### config.mk
export PLATFORM = sky130hd
export DESIGN_NAME = prst_ctrl
export DESIGN_NICKNAME = d
export VERILOG_FILES = /design/src/rtl/prst_pkg.sv /design/src/rtl/prst_id_decode.sv /design/src/rtl/prst_bank.sv /design/src/rtl/prst_swreset.sv /design/src/rtl/prst_line_sched.sv /design/src/rtl/prst_ctrl.sv
export SDC_FILE = /design/constraint.sdc
export NUM_CORES = 1
export LEC_CHECK = 0
export BUFFER_PORTS_ARGS = -buffer_cell sky130_fd_sc_hd__buf_2
export CAP_MARGIN = 20
export CORE_MARGIN = 2
export CORE_UTILIZATION = 55
export CTS_CLUSTER_SIZE = 24
export DETAILED_ROUTE_END_ITERATION = 16
export PLACE_DENSITY = 0.79
export SYNTH_ARGS = -nofsm -noshare
export SYNTH_HDL_FRONTEND = slang
export SYNTH_SLANG_ARGS = --single-unit
### constraint.sdc
create_clock -name clk -period 2.86 [get_ports clk]
set_input_delay 0.429 -clock clk [delete_from_list [all_inputs] [get_ports clk]]
set_output_delay 0.429 -clock clk [all_outputs]
set_load 0.05 [all_outputs]
### src/rtl/prst_pkg.sv
package prst_pkg;

  localparam int ID_OFS_SHIFT = 8;
  localparam int NUM_BANKS    = 3;
  localparam int NUM_SRC      = 4;
  localparam logic [7:0]  SWR_OFS  = 8'h14;
  localparam logic [31:0] SWR_BASE = 32'h0000_0004;

  typedef enum logic [1:0] {
    OP_NOP  = 2'b00,
    OP_SET  = 2'b01,
    OP_CLR  = 2'b10,
    OP_STAT = 2'b11
  } line_op_e;

  // byte offset of reset register bank i
  function automatic logic [7:0] bank_ofs(input int i);
    case (i)
      0:       bank_ofs = 8'h20;
      1:       bank_ofs = 8'h24;
      default: bank_ofs = 8'h34;
    endcase
  endfunction

endpackage

### src/rtl/prst_id_decode.sv
module prst_id_decode
  import prst_pkg::*;
#(
  parameter int ID_W   = 16,
  parameter int DATA_W = 32,
  localparam int IDX_W = $clog2(DATA_W)
) (
  input  logic [ID_W-1:0]      id,
  output logic [NUM_BANKS-1:0] bank_hit,
  output logic [IDX_W-1:0]     bit_idx,
  output logic                 id_ok
);

  logic [ID_W-1:0] ofs_field;
  logic            idx_ok;

  assign ofs_field = id >> ID_OFS_SHIFT;
  assign bit_idx   = id[IDX_W-1:0];
  assign idx_ok    = (id[ID_OFS_SHIFT-1:0] >> IDX_W) == '0;

  for (genvar b = 0; b < NUM_BANKS; b++) begin : g_hit
    assign bank_hit[b] = (ofs_field == ID_W'(bank_ofs(b)));
  end

  assign id_ok = idx_ok && (|bank_hit);

endmodule

### src/rtl/prst_bank.sv
module prst_bank #(
  parameter int DATA_W = 32,
  localparam int IDX_W = $clog2(DATA_W)
) (
  input  logic              clk,
  input  logic              rst_n,
  input  logic              wr_en,
  input  logic [DATA_W-1:0] wr_data,
  input  logic              ln_en,
  input  logic              ln_set,
  input  logic [IDX_W-1:0]  ln_idx,
  output logic [DATA_W-1:0] q
);

  logic [DATA_W-1:0] q_nxt;
  logic              q_upd;

  assign q_upd = wr_en | ln_en;

  always_comb begin
    q_nxt = q;
    if (wr_en) begin
      q_nxt = wr_data;
    end else if (ln_en) begin
      q_nxt[ln_idx] = ln_set;
    end
  end

  always_ff @(posedge clk or negedge rst_n) begin
    if (!rst_n) begin
      q <= '0;
    end else if (q_upd) begin
      q <= q_nxt;
    end
  end

endmodule

### src/rtl/prst_swreset.sv
module prst_swreset
  import prst_pkg::*;
#(
  parameter int DATA_W = 32
) (
  input  logic               clk,
  input  logic               rst_n,
  input  logic               wr_hit,
  input  logic [DATA_W-1:0]  wr_data,
  output logic [NUM_SRC-1:0] pulse
);

  logic [NUM_SRC-1:0] match;

  for (genvar s = 0; s < NUM_SRC; s++) begin : g_src
    assign match[s] = wr_hit && (wr_data == (DATA_W'(SWR_BASE) << (s + 1)));
  end

  always_ff @(posedge clk or negedge rst_n) begin
    if (!rst_n) begin
      pulse <= '0;
    end else begin
      pulse <= match;
    end
  end

endmodule

### src/rtl/prst_line_sched.sv
module prst_line_sched
  import prst_pkg::*;
#(
  parameter int ID_W = 16
) (
  input  logic            clk,
  input  logic            rst_n,
  input  logic            req,
  input  line_op_e        req_op,
  input  logic [ID_W-1:0] req_id,
  input  logic            bus_busy,
  output logic            exec,
  output line_op_e        exec_op,
  output logic [ID_W-1:0] exec_id
);

  logic            pend_v, pend_v_nxt;
  line_op_e        pend_op;
  logic [ID_W-1:0] pend_id;
  logic            accept;

  assign accept  = req && (req_op != OP_NOP) && !pend_v;
  assign exec    = (pend_v || accept) && !bus_busy;
  assign exec_op = pend_v ? pend_op : req_op;
  assign exec_id = pend_v ? pend_id : req_id;

  always_comb begin
    pend_v_nxt = pend_v;
    if (exec) begin
      pend_v_nxt = 1'b0;
    end else if (accept) begin
      pend_v_nxt = 1'b1;
    end
  end

  always_ff @(posedge clk or negedge rst_n) begin
    if (!rst_n) begin
      pend_v <= 1'b0;
    end else begin
      pend_v <= pend_v_nxt;
    end
  end

  always_ff @(posedge clk or negedge rst_n) begin
    if (!rst_n) begin
      pend_op <= OP_NOP;
      pend_id <= '0;
    end else if (accept) begin
      pend_op <= req_op;
      pend_id <= req_id;
    end
  end

endmodule

### src/rtl/prst_ctrl.sv
module prst_ctrl
  import prst_pkg::*;
#(
  parameter int ADDR_W = 8,
  parameter int DATA_W = 32,
  parameter int ID_W   = 16,
  localparam int IDX_W = $clog2(DATA_W),
  localparam int RST_W = NUM_BANKS * DATA_W
) (
  input  logic               clk,
  input  logic               rst_n,
  input  logic [ADDR_W-1:0]  bus_addr,
  input  logic               bus_we,
  input  logic [DATA_W-1:0]  bus_wdata,
  output logic [DATA_W-1:0]  bus_rdata,
  input  logic               line_req,
  input  logic [1:0]         line_op,
  input  logic [ID_W-1:0]    line_id,
  output logic               line_done,
  output logic               line_err,
  output logic               line_stat,
  output logic [RST_W-1:0]   periph_rst,
  output logic [NUM_SRC-1:0] sys_rst_req
);

  logic                 exec;
  line_op_e             exec_op;
  logic [ID_W-1:0]      exec_id;
  logic [NUM_BANKS-1:0] bank_hit;
  logic [IDX_W-1:0]     bit_idx;
  logic                 id_ok;
  logic [DATA_W-1:0]    bank_q [NUM_BANKS];
  logic [NUM_BANKS-1:0] bank_rd;
  logic [NUM_BANKS-1:0] bank_bit;
  logic                 sel_bit;
  logic                 done_nxt, err_nxt, stat_nxt;

  prst_line_sched #(.ID_W(ID_W)) u_sched (
    .clk      (clk),
    .rst_n    (rst_n),
    .req      (line_req),
    .req_op   (line_op_e'(line_op)),
    .req_id   (line_id),
    .bus_busy (bus_we),
    .exec     (exec),
    .exec_op  (exec_op),
    .exec_id  (exec_id)
  );

  prst_id_decode #(.ID_W(ID_W), .DATA_W(DATA_W)) u_dec (
    .id       (exec_id),
    .bank_hit (bank_hit),
    .bit_idx  (bit_idx),
    .id_ok    (id_ok)
  );

  for (genvar b = 0; b < NUM_BANKS; b++) begin : g_bank
    logic wr_hit;
    logic ln_hit;

    assign wr_hit = bus_we && (bus_addr == ADDR_W'(bank_ofs(b)));
    assign ln_hit = exec && id_ok && bank_hit[b] && (exec_op != OP_STAT);

    prst_bank #(.DATA_W(DATA_W)) u_bank (
      .clk     (clk),
      .rst_n   (rst_n),
      .wr_en   (wr_hit),
      .wr_data (bus_wdata),
      .ln_en   (ln_hit),
      .ln_set  (exec_op == OP_SET),
      .ln_idx  (bit_idx),
      .q       (bank_q[b])
    );

    assign periph_rst[b*DATA_W +: DATA_W] = bank_q[b];
    assign bank_rd[b]  = (bus_addr == ADDR_W'(bank_ofs(b)));
    assign bank_bit[b] = bank_hit[b] && bank_q[b][bit_idx];
  end

  always_comb begin
    bus_rdata = '0;
    for (int b = 0; b < NUM_BANKS; b++) begin
      if (bank_rd[b]) begin
        bus_rdata = bank_q[b];
      end
    end
  end

  assign sel_bit = |bank_bit;

  prst_swreset #(.DATA_W(DATA_W)) u_swr (
    .clk     (clk),
    .rst_n   (rst_n),
    .wr_hit  (bus_we && (bus_addr == ADDR_W'(SWR_OFS))),
    .wr_data (bus_wdata),
    .pulse   (sys_rst_req)
  );

  always_comb begin
    done_nxt = exec;
    err_nxt  = exec && !id_ok;
    stat_nxt = exec && id_ok && (exec_op == OP_STAT) && sel_bit;
  end

  always_ff @(posedge clk or negedge rst_n) begin
    if (!rst_n) begin
      line_done <= 1'b0;
      line_err  <= 1'b0;
      line_stat <= 1'b0;
    end else begin
      line_done <= done_nxt;
      line_err  <= err_nxt;
      line_stat <= stat_nxt;
    end
  end

endmodule

# Yosys cells after proc, flatten, opt, wreduce, memory -nomap -nowiden
# Cells that the tools add are included.
dict set report classes {
  bitwise_logic 3
  reduce_logical 41
  eq_ne 14
  mux 24
  n_lt_le_gt_ge 2
}
# op count
set op_table {}
lappend op_table {{$mux 32} 9}
lappend op_table {{$bwmux 32} 3}
lappend op_table {{$eq 8x6->1 const B} 6}
lappend op_table {{$eq 32x4->1 const B} 1}
lappend op_table {{$eq 32x5->1 const B} 1}
lappend op_table {{$eq 32x6->1 const B} 1}
lappend op_table {{$eq 32x7->1 const B} 1}
lappend op_table {{$logic_and 1x1->1} 26}
lappend op_table {{$mux 16} 1}
lappend op_table {{$bmux 1 s5} 3}
lappend op_table {{$reduce_bool 2->1} 5}
lappend op_table {{$eq 8x5->1 const B} 1}
lappend op_table {{$logic_not 8->1} 1}
lappend op_table {{$lt 5x6->1 const B} 1}
lappend op_table {{$mux 1} 6}
lappend op_table {{$reduce_and 2->1} 3}
lappend op_table {{$reduce_or 3->1} 2}
lappend op_table {{$demux 1 s5} 1}
lappend op_table {{$ge 5x1->1 const B} 1}
lappend op_table {{$logic_not 1->1} 3}
lappend op_table {{$or 1x1->1} 3}
lappend op_table {{$eq 2x1->1 const B} 1}
lappend op_table {{$eq 2x2->1 const B} 1}
lappend op_table {{$mux 2} 1}
lappend op_table {{2 further kinds} 2}
dict set report totals {
  register_bits 122
  wordCells 94
  in_bits 62
}

# Logic depth before layout (Yosys ltp)
dict set report logic_depth {
  word_depth 10
  mapped_depth 10
  ltp_nobuf 6
}

# By module
# From an unflattened synthesis, not the netlist that was laid out.
dict set report hier_totals {
  cells_unflattened 931
  area_unflattened_um2 8480.6
}
# module instances cells_per_inst area_each_um2
set by_module_without_submodules {}
lappend by_module_without_submodules {prst_bank 3 201 1776.7}
lappend by_module_without_submodules {prst_ctrl 1 220 1784.2}
lappend by_module_without_submodules {prst_line_sched 1 67 999.7}
lappend by_module_without_submodules {prst_swreset 1 25 264.0}
lappend by_module_without_submodules {prst_id_decode 1 16 102.6}

# Worst setup path before layout
# OpenSTA, ideal clock, no wires.
dict set report synth_timing {
  path_type {input to output}
  startpoint {in bus_addr[1]}
  endpoint {out bus_rdata[10]}
  path_stages 5
  slack_ps -471
  arrival_ps 2902
  cell_sequence {or4_1 or4b_1 clkbuf_1 clkbuf_1 o21ai_0}
}
dict set report synth_via {
  elab_chain_len 4
  elab_cells_between_ends 6
  cone_classes {eq/ne: 3; mux: 3}
}
# item line
set synth_lines {}
lappend synth_lines {{start: declaration} prst_ctrl.sv:12} ;# input logic [ADDR_W-1:0] bus_addr,
lappend synth_lines {{$eq 8x6->1} prst_ctrl.sv:76} ;# assign bank_rd[b] = (bus_addr == ADDR_W'(bank_ofs(b)));
lappend synth_lines {{$mux 32 (2 in a row)} prst_ctrl.sv:83} ;# if (bank_rd[b]) begin
lappend synth_lines {{$mux 32 (*)} prst_ctrl.sv:83}
lappend synth_lines {{end: declaration} prst_ctrl.sv:15} ;# output logic [DATA_W-1:0] bus_rdata,
# Every way passes the cells marked *; elsewhere a longest branch is shown, timed or not.

# Worst setup path in the final report
dict set report layout_timing {
  startpoint {reg u_sched.pend_id[14]}
  endpoint {reg g_bank[2].u_bank.q[29]}
}
dict set report layout_via {
  elab_chain_len 9
  elab_cells_between_ends 12
  cone_classes {eq/ne: 3; mux: 1; bitwise: 1; reduce/logical: 7}
}
# item line
set layout_lines {}
lappend layout_lines {{start: declaration} prst_line_sched.sv:19} ;# logic [ID_W-1:0] pend_id;
lappend layout_lines {{start signal: assignment} prst_line_sched.sv:50} ;# pend_id <= req_id;
lappend layout_lines {{$mux 16 (*)} prst_line_sched.sv:25} ;# assign exec_id = pend_v ? pend_id : req_id;
lappend layout_lines {{$eq 8x6->1} prst_id_decode.sv:22} ;# assign bank_hit[b] = (ofs_field == ID_W'(bank_ofs(b)));
lappend layout_lines {{$reduce_or 3->1} prst_id_decode.sv:25} ;# assign id_ok = idx_ok && (|bank_hit);
lappend layout_lines {{$logic_and 1x1->1} prst_id_decode.sv:25}
lappend layout_lines {{$logic_and 1x1->1} prst_ctrl.sv:62} ;# assign ln_hit = exec && id_ok && bank_hit[b] && (exec_op != OP_STAT);
lappend layout_lines {{$logic_and 1x1->1 (*) (2 in a row)} prst_ctrl.sv:62}
lappend layout_lines {{$reduce_bool 2->1 (no source line) or $or 1x1->1 (tied branches)} --}
lappend layout_lines {{$reduce_and 2->1 (no source line) (*)} --}
lappend layout_lines {{end signal: assignment} prst_bank.sv:33} ;# q <= q_nxt;
lappend layout_lines {{end: declaration} prst_bank.sv:12} ;# output logic [DATA_W-1:0] q
# Marks and branches as above.
# A chain may end at the register's enable or synchronous reset.

==> flow_results.org <==
** Run status
- The run finished, with violations left.
- Violated checks :: negative setup slack

** Layout
- The area growth from synthesis to layout is 31.66%.
- Cells with a size suffix above 1 make up 33.27% of the layout.
- After the last flow step, the layout net total stands at 1,176.
- Once layout is done, the placed cells without fillers occupy 10,570 sq um.
- Excluding fillers, the count of instances in the completed layout stands at 1,311.
- Antenna diode instance count :: 0

** Global route
- After global routing, the most crowded layer is met2.
- Total track usage :: 41.25%
- Met3 layer usage reported by global route :: 13.45%
- The initial antenna violation count came to 0.
- Via count of the first global-routing pass :: 8,769
- For this run, global-route usage on met2 was measured as 61.75%.
- Remaining global-route overflow :: 0
- Maximum number of pins on one net before global-route repair :: 68
- First-pass GRT wire length :: 50,090 um
- Met1 layer usage reported by global route :: 53.75%

** Placed design
- Number of buffers inserted by port buffering :: 196
- Timing analysis after detailed placement gives a worst setup slack of -0.2278 ns.
- DP Cell Count :: 1,266
- Final weighted congestion in routability-driven placement :: 1.023
- Sum of net half-perimeters after detailed placement :: 21,670 um
- The placed instances occupy a cell area of 9646 sq um.

** Power
- Net switching is 32.38% of the power.
- The analysis attributes to cell leakage a power of 0.004749 uW.
- Of the total power, the clock network draws 42.3%.
- Per report_power, the combinational group accounts for 22.0% of the total.
- The internal portion of the total power is 3758 uW.
- The worst-case IR drop observed on VDD is 451.3 uV.
- PD cells :: 525.7 nW/um^2
- Sequential share of power :: 35.7%
- The analysis attributes to net switching a power of 1799 uW.

** Floorplan
- Vertical die dimension :: 124.8 um
- In this run the standard cell core region covers 14,420 sq um.
- Top-level I/O count :: 197
- Effective utilization at floorplan :: 55.67%
- Die footprint :: 15,580 sq um
- The die is 124.8 um wide.
- Row cnt :: 44

** STA
- Headroom to the max-slew limit :: 28.04%
- Setup violations remaining at the end of the flow were counted as 1.
- Min cycle time layout :: 2.865 ns
- On the final layout, the worst clock skew is 0.006285 ns.
- Total count of max-transition violations in the final report :: 0
- Highest attainable clock frequency :: 349.1 MHz
- At the pin with the least slew margin, the transition time is 1.075 ns.
- Setup repair after global routing could not meet its margin everywhere.
- After layout, the worst path uses 100.2% of the clock period.
- Worst setup margin :: -0.004611 ns
- Hold Worst Slack :: 0.2436 ns
- Final hold vios :: 0

** Clock tree
- H-tree depth :: 4
- Clock latency on the worst-skew pair, taken at its later pin, is 0.43 ns.
- Clock sink total :: 122
- CTS Buf Count :: 17
- Clock tree from TritonCTS :: yes
- Buffers from clock root to sink, at most :: 2
- Clock-pin slew was measured on the worst setup and hold paths at 0.06 ns.
- CTS placed an instance of sky130_fd_sc_hd__clkbuf_16 at the clock tree root.

** Detailed routing
- After detailed routing, the number of vias per cell comes to 7.208.
- Wires add up to 33,710 um.
- Pre-antenna DRT Iters :: 7
- Vias :: 9,450
- Average wire per standard cell :: 25.71 um
- Post-DRT Antenna Nets :: 0
- Number of design rule violations left after detail routing :: 0
- DRC violation total after the first TritonRoute iteration :: 1,790

** Critical path
- Origin of the worst setup path :: u_sched.pend_id[14]
- STA puts the critical path data required time at 3.23 ns.
- The endpoint identified for the worst register-to-register timing path is g_bank[2].u_bank.q[29].
- STA classifies the critical path startpoint as a flip-flop.
- Arrival time worst endpoint :: 3.23 ns
- The number of cells on the worst reg-to-reg path is 6.
- The most critical setup path has its endpoint at g_bank[2].u_bank.q[29].
- Source of the worst register-to-register timing path :: u_sched.pend_id[14]
- The setup check on the worst reg-to-reg path leaves a slack of -0.005 ns.
- Endpoint type of the worst setup path :: flip-flop
- In this run the worst path has a maximum fanout of 10.
- Kind of critical path :: flip-flop to flip-flop

** Synth
- After synthesis the netlist holds a flip-flop and latch count of 122.
- Of all flip-flops after synthesis, the portion carrying an async set or reset was 100.0%.
- Warnings from Yosys :: 0
- By area the synthesized netlist is led by sky130_fd_sc_hd__dfrtp_1, sky130_fd_sc_hd__mux2i_1, sky130_fd_sc_hd__nand2_1.
- Ranking of synthesized cells by instance count :: sky130_fd_sc_hd__nand2_1, sky130_fd_sc_hd__dfrtp_1, sky130_fd_sc_hd__mux2i_1, sky130_fd_sc_hd__a21oi_1, sky130_fd_sc_hd__o211ai_1
- Post-synth net total :: 964
- Top cell type's share of synthesized area :: 38.02%
- Summing the sequential cell areas from Yosys gives 38.02% of the chip area.
- Number of distinct library cells after synthesis :: 67
- Most repeated cell in the gate-level netlist after synthesis :: sky130_fd_sc_hd__nand2_1
- Instance count of the mapped netlist :: 902
- The synthesized netlist occupies a cell area of 8030 sq um.
- Cell taking the most area after synthesis :: sky130_fd_sc_hd__dfrtp_1
- For this run, the leading register cell type out of synthesis is sky130_fd_sc_hd__dfrtp_1.
- Syn Area/Cell :: 8.903 sq um
- The synthesized design contains 0 enable-type register cells.

** Min path
- The path class of the tightest hold or removal check is primary input to flip-flop.
- Counting instances, the worst hold path has a depth of 2.

** Run
- The tool flagged a number of max-cap violations equal to 0.
==> stage by stage <==
step / total power [uW] / setup TNS [ns] / util [%]
floorplan: 2700 / -1.506 / -
global placement: 3153 / -2.098 / 66.87
detailed placement: 3171 / -2.767 / 66.87
CTS: 5487 / 0 / 72.14
global route: 5694 / -0.08314 / 73.30
finish: 5558 / -0.004611 / 73.30
==> cells in the final DEF (no fill, tap or decap), types with 8 or more instances in the layout <==
cell type                   Yosys  layout
sky130_fd_sc_hd__a21oi_1       59      59
sky130_fd_sc_hd__a221o_1       27      27
sky130_fd_sc_hd__buf_12         0      13
sky130_fd_sc_hd__buf_2         14     182
sky130_fd_sc_hd__buf_4          4      62
sky130_fd_sc_hd__clkbuf_16      0      21
sky130_fd_sc_hd__dfrtp_1      122     122
sky130_fd_sc_hd__mux2_2        20      20
sky130_fd_sc_hd__mux2i_1       72      71
sky130_fd_sc_hd__mux4_2         8       8
sky130_fd_sc_hd__nand2_1      187     187
sky130_fd_sc_hd__nor2_1        43      43
sky130_fd_sc_hd__nor3_1        35      35
sky130_fd_sc_hd__nor4_1        11      11
sky130_fd_sc_hd__o211ai_1      44      44
sky130_fd_sc_hd__o21ai_0       39       8
sky130_fd_sc_hd__o21ai_2        0      27
sky130_fd_sc_hd__o311ai_1      32      31
sky130_fd_sc_hd__o31ai_1       31      31
==> layout make-up <==
type / count / area [sq um]
clock buffers: 21 / 470.5
multi-input cells: 703 / 4833
inverters: 4 / 15.01
fillers: 1092 / 3851
clock inverters: 11 / 166.4
flip-flops and latches: 122 / 3053
well taps: 184 / 230.2
repair buffers: 266 / 1804
==> cell families after synthesis <==
family          after synthesis  share of synthesized area, %
compound gates              276                         24.96
buf+inv                      78                         4.518
mux                         101                         14.19
simple gates                325                         18.31
flops                       122                         38.02
==> critical path, cell delays in order (launching register included) <==
cell and delay (ns):
sky130_fd_sc_hd__dfrtp_1 0.39, sky130_fd_sc_hd__or4b_4 0.54, sky130_fd_sc_hd__or4b_4 0.53, sky130_fd_sc_hd__a21oi_4 0.17
sky130_fd_sc_hd__o2111ai_4 0.24, sky130_fd_sc_hd__nor3_4 0.67, sky130_fd_sc_hd__a221o_1 0.26
==> flip-flops by register name, indices dropped and copies added, names as in the netlist <==
| signal | flops |
|---|---|
| line_err | 1 |
| u_sched.pend_id | 16 |
| line_stat | 1 |
| u_sched.pend_v | 1 |
| u_swr.pulse | 4 |
| line_done | 1 |
| g_bank.u_bank.q | 96 |
| u_sched.pend_op | 2 |
==> power by group through the flow <==
stage                     logic (uW)  registers (uW)  clock network (uW)
final                           1220            1980                2350
after global routing            1270            1990                2430
after CTS                       1180            1970                2330
after detailed placement        1170            2000                   0
after global placement          1150            2000                   0
after floorplan                  513            2190                   0
==> per-layer routing <==
layer  share of wire, %  vias up
met3                 15      230
met1                 35     4439
met4                6.7        0
met5                  0        -
met2                 43      904
li1                   -     3877
==> how the worst min path moves through the flow <==
stage,endpoint,from,slack (ns)
2_1_floorplan,g_bank[0].u_bank.q[0],rst_n,0.13
3_3_place_gp,g_bank[0].u_bank.q[5],rst_n,0.39
3_5_place_dp,g_bank[1].u_bank.q[5],rst_n,0.39
4_1_cts,u_sched.pend_id[14],line_id[14],0.25
5_1_grt,u_sched.pend_id[14],line_id[14],0.24
6_report,u_sched.pend_id[5],line_id[5],0.24
==> repair_timing <==
action | CTS | global route
resized for setup | 15 | 7
endpoints found under the hold margin | 29 | 0
gates cloned | 2 | 4
setup endpoints to repair | 42 | 78
setup buffers | 3 | 3
pin swaps | 2 | 8
hold buffers | 1 | 0
No activity file was read; power rests on OpenSTA's default activity.
